File: src/rtl/pgx_tlb_pkg.sv
`timescale 1ns/1ps
package pgx_tlb_pkg;

   typedef enum logic [1:0] {
      ACC_LOAD  = 2'd0,
      ACC_STORE = 2'd1,
      ACC_FETCH = 2'd2,
      ACC_RSVD  = 2'd3
   } acc_kind_e;

   typedef enum logic [1:0] {
      RIGHTS_RO  = 2'd0,
      RIGHTS_RW  = 2'd1,
      RIGHTS_XO  = 2'd2,
      RIGHTS_RWX = 2'd3
   } rights_e;

   // Replacement policies selectable by parameter
   localparam int unsigned VICTIM_RR     = 0;
   localparam int unsigned VICTIM_LOWEST = 1;

   function automatic logic kind_granted(rights_e r, acc_kind_e k);
      logic g;
      case (k)
         ACC_LOAD:  g = (r == RIGHTS_RO) || (r == RIGHTS_RW) || (r == RIGHTS_RWX);
         ACC_STORE: g = (r == RIGHTS_RW) || (r == RIGHTS_RWX);
         ACC_FETCH: g = (r == RIGHTS_XO) || (r == RIGHTS_RWX);
         default:   g = 1'b0;
      endcase
      return g;
   endfunction

endpackage

File: src/rtl/pgx_tlb_cam.sv
`timescale 1ns/1ps
// Tag match array: compares one key against every valid slot and returns the
// lowest matching slot index.
module pgx_tlb_cam #(
   parameter int unsigned N     = 16,
   parameter int unsigned KEY_W = 20,
   parameter int unsigned IDX_W = $clog2(N)
) (
   input  logic [N-1:0]            valid_i,
   input  logic [N-1:0][KEY_W-1:0] tag_i,
   input  logic [KEY_W-1:0]        key_i,
   output logic                    any_o,
   output logic [IDX_W-1:0]        idx_o
);

   logic [N-1:0] match;

   for (genvar i = 0; i < N; i++) begin : g_cmp
      assign match[i] = valid_i[i] && (tag_i[i] == key_i);
   end

   assign any_o = |match;

   always_comb begin
      idx_o = '0;
      for (int i = N - 1; i >= 0; i--) begin
         if (match[i]) idx_o = IDX_W'(i);
      end
   end

endmodule

File: src/rtl/pgx_tlb_perm.sv
`timescale 1ns/1ps
// Access rights check for one slot against one request.
module pgx_tlb_perm
   import pgx_tlb_pkg::*;
(
   input  logic [1:0] rights_i,
   input  logic [1:0] kind_i,
   input  logic       sup_only_i,
   input  logic       user_i,
   output logic       allow_o,
   output logic       store_o
);

   acc_kind_e kind;
   rights_e   rights;

   assign kind    = acc_kind_e'(kind_i);
   assign rights  = rights_e'(rights_i);
   assign store_o = (kind == ACC_STORE);
   assign allow_o = kind_granted(rights, kind) && !(sup_only_i && user_i);

endmodule

File: src/rtl/pgx_tlb_victim.sv
`timescale 1ns/1ps
// Refill slot chooser: same-page slot, else lowest free slot, else a victim
// chosen by the configured policy among unlocked slots.
module pgx_tlb_victim
   import pgx_tlb_pkg::*;
#(
   parameter int unsigned N      = 16,
   parameter int unsigned IDX_W  = $clog2(N),
   parameter int unsigned POLICY = VICTIM_RR
) (
   input  logic             clk,
   input  logic             rst_n,
   input  logic [N-1:0]     valid_i,
   input  logic [N-1:0]     lock_i,
   input  logic             same_i,
   input  logic [IDX_W-1:0] same_idx_i,
   input  logic             fill_i,
   output logic             take_o,
   output logic [IDX_W-1:0] slot_o
);

   logic             free_any;
   logic [IDX_W-1:0] free_idx;
   logic             evict_any;
   logic [IDX_W-1:0] evict_idx;

   always_comb begin
      free_idx = '0;
      for (int i = N - 1; i >= 0; i--) begin
         if (!valid_i[i]) free_idx = IDX_W'(i);
      end
   end
   assign free_any = ~&valid_i;

   if (POLICY == VICTIM_RR) begin : g_rr
      logic [IDX_W-1:0] rr_q;
      logic [IDX_W-1:0] cand;

      always_comb begin
         evict_any = 1'b0;
         evict_idx = rr_q;
         cand      = rr_q;
         for (int k = N - 1; k >= 0; k--) begin
            cand = rr_q + IDX_W'(k);
            if (!lock_i[cand]) begin
               evict_any = 1'b1;
               evict_idx = cand;
            end
         end
      end

      always_ff @(posedge clk or negedge rst_n) begin
         if (!rst_n) begin
            rr_q <= '0;
         end else if (fill_i && !same_i && !free_any && evict_any) begin
            rr_q <= evict_idx + IDX_W'(1);
         end
      end
   end else begin : g_lowest
      logic unused_clk;
      assign unused_clk = clk ^ rst_n;
      assign evict_any  = ~&lock_i;
      always_comb begin
         evict_idx = '0;
         for (int i = N - 1; i >= 0; i--) begin
            if (!lock_i[i]) evict_idx = IDX_W'(i);
         end
      end
   end

   assign take_o = fill_i && (same_i || free_any || evict_any);
   assign slot_o = same_i   ? same_idx_i :
                   free_any ? free_idx   : evict_idx;

endmodule

File: src/rtl/pgx_tlb.sv
`timescale 1ns/1ps
// Fully associative translation buffer with per-page access rights.
module pgx_tlb
   import pgx_tlb_pkg::*;
#(
   parameter int unsigned ENTRIES   = 16,
   parameter int unsigned VA_W      = 32,
   parameter int unsigned PA_W      = 32,
   parameter int unsigned PAGE_BITS = 12,
   parameter int unsigned POLICY    = VICTIM_RR
) (
   input  logic                      clk,
   input  logic                      rst_n,
   input  logic                      xlat_en,
   input  logic                      lk_req,
   input  logic [VA_W-1:0]           lk_vaddr,
   input  logic [1:0]                lk_kind,
   input  logic                      lk_user,
   output logic                      rs_valid,
   output logic [PA_W-1:0]           rs_paddr,
   output logic                      rs_hit,
   output logic                      rs_miss,
   output logic                      rs_fault,
   output logic                      rs_dirty,
   input  logic                      fill_req,
   input  logic [VA_W-PAGE_BITS-1:0] fill_vpn,
   input  logic [PA_W-PAGE_BITS-1:0] fill_ppn,
   input  logic [1:0]                fill_rights,
   input  logic                      fill_sup,
   input  logic                      fill_lock,
   input  logic                      flush
);

   localparam int unsigned VPN_W = VA_W - PAGE_BITS;
   localparam int unsigned PPN_W = PA_W - PAGE_BITS;
   localparam int unsigned IDX_W = (ENTRIES > 1) ? $clog2(ENTRIES) : 1;

   // Elaboration-time parameter checks
   if (ENTRIES < 2 || (ENTRIES & (ENTRIES - 1)) != 0) begin : g_bad_entries
      $error("pgx_tlb: ENTRIES must be a power of two, at least 2");
   end
   if (PAGE_BITS == 0 || PAGE_BITS >= VA_W) begin : g_bad_page
      $error("pgx_tlb: PAGE_BITS must lie between 1 and VA_W-1");
   end
   if (PA_W < VA_W) begin : g_bad_pa
      $error("pgx_tlb: PA_W must be at least VA_W for pass-through");
   end
   if (POLICY != VICTIM_RR && POLICY != VICTIM_LOWEST) begin : g_bad_policy
      $error("pgx_tlb: unknown replacement policy");
   end

   // Slot storage
   logic [ENTRIES-1:0]            e_valid;
   logic [ENTRIES-1:0]            e_lock;
   logic [ENTRIES-1:0]            e_dirty;
   logic [ENTRIES-1:0]            e_sup;
   logic [ENTRIES-1:0][VPN_W-1:0] e_tag;
   logic [ENTRIES-1:0][PPN_W-1:0] e_ppn;
   logic [ENTRIES-1:0][1:0]       e_rights;

   // Lookup path
   logic [VPN_W-1:0]     lk_vpn;
   logic [PAGE_BITS-1:0] lk_off;
   logic                 lk_any;
   logic [IDX_W-1:0]     lk_idx;
   logic                 lk_allow;
   logic                 lk_store;
   logic                 lk_hit;
   logic                 mark_dirty;

   assign lk_vpn = lk_vaddr[VA_W-1:PAGE_BITS];
   assign lk_off = lk_vaddr[PAGE_BITS-1:0];

   pgx_tlb_cam #(
      .N    (ENTRIES),
      .KEY_W(VPN_W),
      .IDX_W(IDX_W)
   ) u_lk_cam (
      .valid_i(e_valid),
      .tag_i  (e_tag),
      .key_i  (lk_vpn),
      .any_o  (lk_any),
      .idx_o  (lk_idx)
   );

   pgx_tlb_perm u_perm (
      .rights_i  (e_rights[lk_idx]),
      .kind_i    (lk_kind),
      .sup_only_i(e_sup[lk_idx]),
      .user_i    (lk_user),
      .allow_o   (lk_allow),
      .store_o   (lk_store)
   );

   assign lk_hit     = xlat_en && lk_any && lk_allow;
   assign mark_dirty = lk_req && lk_hit && lk_store;

   // Refill path
   logic             fill_same;
   logic [IDX_W-1:0] fill_same_idx;
   logic             fill_take;
   logic [IDX_W-1:0] fill_slot;

   pgx_tlb_cam #(
      .N    (ENTRIES),
      .KEY_W(VPN_W),
      .IDX_W(IDX_W)
   ) u_fill_cam (
      .valid_i(e_valid),
      .tag_i  (e_tag),
      .key_i  (fill_vpn),
      .any_o  (fill_same),
      .idx_o  (fill_same_idx)
   );

   pgx_tlb_victim #(
      .N     (ENTRIES),
      .IDX_W (IDX_W),
      .POLICY(POLICY)
   ) u_victim (
      .clk       (clk),
      .rst_n     (rst_n),
      .valid_i   (e_valid),
      .lock_i    (e_lock),
      .same_i    (fill_same),
      .same_idx_i(fill_same_idx),
      .fill_i    (fill_req),
      .take_o    (fill_take),
      .slot_o    (fill_slot)
   );

   // Per-slot state update
   for (genvar i = 0; i < ENTRIES; i++) begin : g_slot
      logic load_here;
      logic dirty_here;
      assign load_here  = fill_take && (fill_slot == IDX_W'(i));
      assign dirty_here = mark_dirty && (lk_idx == IDX_W'(i));

      always_ff @(posedge clk or negedge rst_n) begin
         if (!rst_n) begin
            e_valid[i]  <= 1'b0;
            e_lock[i]   <= 1'b0;
            e_dirty[i]  <= 1'b0;
            e_sup[i]    <= 1'b0;
            e_tag[i]    <= '0;
            e_ppn[i]    <= '0;
            e_rights[i] <= '0;
         end else if (load_here) begin
            e_valid[i]  <= 1'b1;
            e_lock[i]   <= fill_lock;
            e_dirty[i]  <= 1'b0;
            e_sup[i]    <= fill_sup;
            e_tag[i]    <= fill_vpn;
            e_ppn[i]    <= fill_ppn;
            e_rights[i] <= fill_rights;
         end else begin
            if (flush && !e_lock[i]) e_valid[i] <= 1'b0;
            if (dirty_here)          e_dirty[i] <= 1'b1;
         end
      end
   end

   // Result register
   always_ff @(posedge clk or negedge rst_n) begin
      if (!rst_n) begin
         rs_valid <= 1'b0;
         rs_hit   <= 1'b0;
         rs_miss  <= 1'b0;
         rs_fault <= 1'b0;
         rs_dirty <= 1'b0;
         rs_paddr <= '0;
      end else begin
         rs_valid <= lk_req;
         rs_hit   <= lk_req && (!xlat_en || lk_hit);
         rs_miss  <= lk_req && xlat_en && !lk_any;
         rs_fault <= lk_req && xlat_en && lk_any && !lk_allow;
         rs_dirty <= lk_req && lk_hit && (e_dirty[lk_idx] || lk_store);
         if (!lk_req)
            rs_paddr <= '0;
         else if (!xlat_en)
            rs_paddr <= PA_W'(lk_vaddr);
         else if (lk_hit)
            rs_paddr <= {e_ppn[lk_idx], lk_off};
         else
            rs_paddr <= '0;
      end
   end

endmodule

File: config.mk
export PLATFORM = sky130hd
export DESIGN_NAME = pgx_tlb
export DESIGN_NICKNAME = d
export VERILOG_FILES = /design/src/rtl/pgx_tlb_pkg.sv /design/src/rtl/pgx_tlb_cam.sv /design/src/rtl/pgx_tlb_perm.sv /design/src/rtl/pgx_tlb_victim.sv /design/src/rtl/pgx_tlb.sv
export SDC_FILE = /design/constraint.sdc
export NUM_CORES = 2
export LEC_CHECK = 0
export BUFFER_PORTS_ARGS = -buffer_cell sky130_fd_sc_hd__buf_2
export CAP_MARGIN = 20
export CORE_UTILIZATION = 55
export CTS_BUF_LIST = sky130_fd_sc_hd__clkbuf_8
export CTS_CLUSTER_SIZE = 10
export DETAILED_ROUTE_END_ITERATION = 10
export PLACE_DENSITY = 0.74
export SETUP_SLACK_MARGIN = 0.05
export SLEW_MARGIN = 40
export SYNTH_ARGS = -nofsm -noshare
export SYNTH_HDL_FRONTEND = slang
export SYNTH_HIERARCHICAL = 1
export SYNTH_SLANG_ARGS = --single-unit
File: constraint.sdc
create_clock -name clk -period 6.5 [get_ports clk]
set_clock_uncertainty 0.15 [all_clocks]
set_input_delay 0.65 -clock clk [delete_from_list [all_inputs] [get_ports clk]]
set_output_delay 0.65 -clock clk [all_outputs]
set_load 0.1 [all_outputs]
==> summary.txt <==
CTS
  • Htree depth: 4
  • Num CTS Buffers: roughly 130
  • Postcts setup bufs: 0
  • Skew-Pair Late Insertion Delay: 0.80 ns
  • Bufs on Longest Clock Path: 3
  • CTS root buffer: clkbuf_8
  • CTS tree: done
  • CTS sink cnt: between 700 and 800
  • Worst-path clk slew: 0.06 ns

Finish
  • Final nets: 3,559
  • Area grow syn2layout: 10.8%
  • Share of cells above drive strength 1: a little under two fifths

Detailed routing
  • WL/cell: ~27 um
  • Via Count: 29,100
  • # DRC: 0
  • Via density: approximately 6.3
  • Routed Antenna Nets: 0
  • Drt first pass iters: 6
  • DRT Wirelength: 122 mm
  • Initial drt markers: 2,741

Timing
  • Max-slew headroom: 39.9%
  • Final Max Slew Viols: 0
  • WHS: 0.0980 ns
  • Fin. Hold Viols: 0
  • Worst-margin pin slew: 0.901 ns
  • RSZ-0062 raised after global routing: false
  • Setup TNS: 0 ns
  • Highest clock rate: 166 MHz
  • # setup viols final: 0
  • Tmin final: 6.03 ns
  • Tcrit/Tclk final: roughly 93%

Critical path
  • Critical Path Start Type: flip-flop
  • Crit Path Category: reg -> reg
  • Slowest-stage cell, CP: mux4_2
  • Most frequent CP cell: mux4_2
  • Slowest cell delay on critical path: 0.63 ns
  • Arr. time, crit path: 6.55 ns
  • WP data required: roughly 7.0 ns
  • Buf/Inv on CP: 3
  • Worst-path fanout max: 31
  • Crit-path leading delay family: multiplexers
  • Nature of the critical path endpoint: flip-flop
  • Critical-path cell list: inv_1, ha_1, buf_4, mux4_2, mux4_2, a21boi_0, o2111a_1, o31ai_1, xnor2_1, a22oi_1, o21ai_1, nand2_2, nor2_8, buf_12, mux2_2

Logic synthesis
  • Post-synthesis sequential area ratio: between 40% and 50%
  • Ys flop type: dfrtp_1
  • Flops & latches, synth: 777
  • Post-Syn Instances: about 3,300
  • Count leader, synth: dfrtp_1
  • Mapped Area: 43,000 sq um
  • Post-synthesis cell type count: 89
  • Cell taking the most area after synthesis: dfrtp_1
  • Async set-or-reset flop fraction in the synthesized netlist: between 90% and 100%
  • Ys Warns: 6
  • Syn_area_per_cell: 13.0 sq um
  • Top cell type's share of synthesized area: 45.3%
  • Synthesized net count: approximately 3,400
  • Dominant cells by area after synthesis: dfrtp_1, mux2_2, xnor2_1
  • Post-synth EDFFs: 0
  • Commonest cells in the netlist: dfrtp_1, mux2_2, xnor2_1

Placed design
  • DP HPWL: 81.0 mm
  • Port buffer count: 121
  • Placer Congestion: 1.01

Power
  • PD cells: between 300 and 400 nW/um^2
  • LEAKAGE: 0.0207 uW
  • Final Power: around 15,000 uW
  • Max rail drop VDD: 258 uV

Die
  • Cell Rows: 102
  • Core Footprint: 77,300 sq um
  • IO Count: 122
  • Width of the chip: 281 um
  • Initial core utilization: 55.5%
  • Die extent in y: between 200 and 300 um
  • Die area: 79,200 sq um

Global routing
  • Antenna violations before repair: 7
  • Total gr overflow: 0
  • GRT Util Overall: 31.5%
  • Largest net degree at the start of global routing: 153
  • First-pass GRT wire length: 187 mm
  • Vias in the first global route: 30,700

Flow run
  • Max Cap Viol: 0

Worst hold path
  • Worst hold path type: in -> reg

Status
  • Outcome: finished clean
-- timing repair --
item / CTS / global route
endpoints found under the hold margin: 101 / 0
hold buffers: 14 / 0
gates resized for setup: 0 / 0
setup endpoints to repair: 0 / 0
-- logic make-up after synthesis --
| family | share of synthesized area [%] |
|---|---|
| buffers and inverters | 3.74 |
| adders and majority gates | 0.320 |
| DFF | 45.3 |
| and+or+nand+nor | 6.35 |
| xor gates and xnor gates | 13.4 |
| AOI/OAI and AO/OA | 3.61 |
| muxes | 27.3 |
-- worst paths after layout --
check	startpoint	endpoint	slack, ns	cells after the start
worst max-delay path	u_victim/g_rr.rr_q[1]	e_tag[159]	0.47	15
worst min-delay path	xlat_en	rs_miss	0.1	3
worst max register to register	u_victim/g_rr.rr_q[1]	e_tag[159]	0.47	15
worst min register to register	e_rights[14]	e_rights[14]	0.35	1
max in group asynchronous	rst_n	e_ppn[278]	4.47	5
min in group asynchronous	rst_n	e_tag[55]	0.18	2
-- worst min-delay path, stage by stage --
cell and delay, ns:
buf_2 0.16, nand2_1 0.13, nor2_1 0.05
-- cell type report --
cell class                      count  area, sq um
Antenna cell                        2         5.00
Clock buffer                      164         2260
Clock inverter                     65          342
Fill cell                        5980        29700
Inverter                           24         90.1
Multi-Input combinational cell   2252        22000
Sequential cell                   777        19400
Tap cell                         1040         1300
Timing Repair Buffer              276         2200
-- flip-flops by register name, indices dropped and copies added, names as in the netlist --
register	cells
e_sup	16
e_lock	16
rs_hit	1
rs_paddr	32
rs_fault	1
rs_miss	1
e_ppn	320
e_valid	16
e_dirty	16
u_victim/g_rr.rr_q	4
rs_valid	1
e_rights	32
rs_dirty	1
e_tag	320
-- cells in the final DEF, fill, tap and decap left out, types with 24 or more instances in the layout --
cell | synthesis | layout
a21oi_1 | 26 | 26
inv_1 | 22 | 65
mux2_2 | 709 | 709
mux2_1 | 25 | 25
buf_12 | 0 | 24
nor4_1 | 68 | 68
and2_1 | 27 | 27
nor2_1 | 43 | 43
nand3_1 | 73 | 73
nand4_1 | 120 | 120
nand2_1 | 48 | 45
mux2i_1 | 44 | 44
xnor2_1 | 481 | 481
dfrtp_1 | 777 | 777
xor2_1 | 167 | 167
o211ai_1 | 26 | 26
clkbuf_8 | 0 | 164
buf_4 | 27 | 112
o21ai_0 | 45 | 44
buf_2 | 117 | 119
mux4_2 | 120 | 120
-- metal layers --
| metal | global-route usage, % | wire (um) | vias to the layer above | part of all wire [%] |
|---|---|---|---|---|
| met5 | 0 | 41 | - | 0.034 |
| met3 | 5.81 | 9220 | 355 | 7.5 |
| met4 | 14.4 | 5290 | 6 | 4.3 |
| met2 | 50.3 | 57700 | 1301 | 47 |
| li1 | - | - | 12300 | - |
| met1 | 42.0 | 50000 | 15100 | 41 |
-- where the power goes --
| group | total (uW) | internal, uW | switching [uW] |
|---|---|---|---|
| Combinational | 4050 | 2170 | 1880 |
| Sequential | 6660 | 5830 | 830 |
| Clock | 4340 | 2290 | 2060 |
-- metrics by stage --
step           area (sq um)  instances  setup slack (ns)  utilization (%)
2_1_floorplan         43000       3314              1.11                -
3_3_place_gp          44700       4351            0.0428             57.8
3_5_place_dp          44800       4352            0.0498             57.9
4_1_cts               47500       4595             0.612             61.4
5_1_grt               47600       4599             0.257             61.6
6_report              47600       4600             0.468             61.6
No activity file was read; power rests on OpenSTA's default activity.
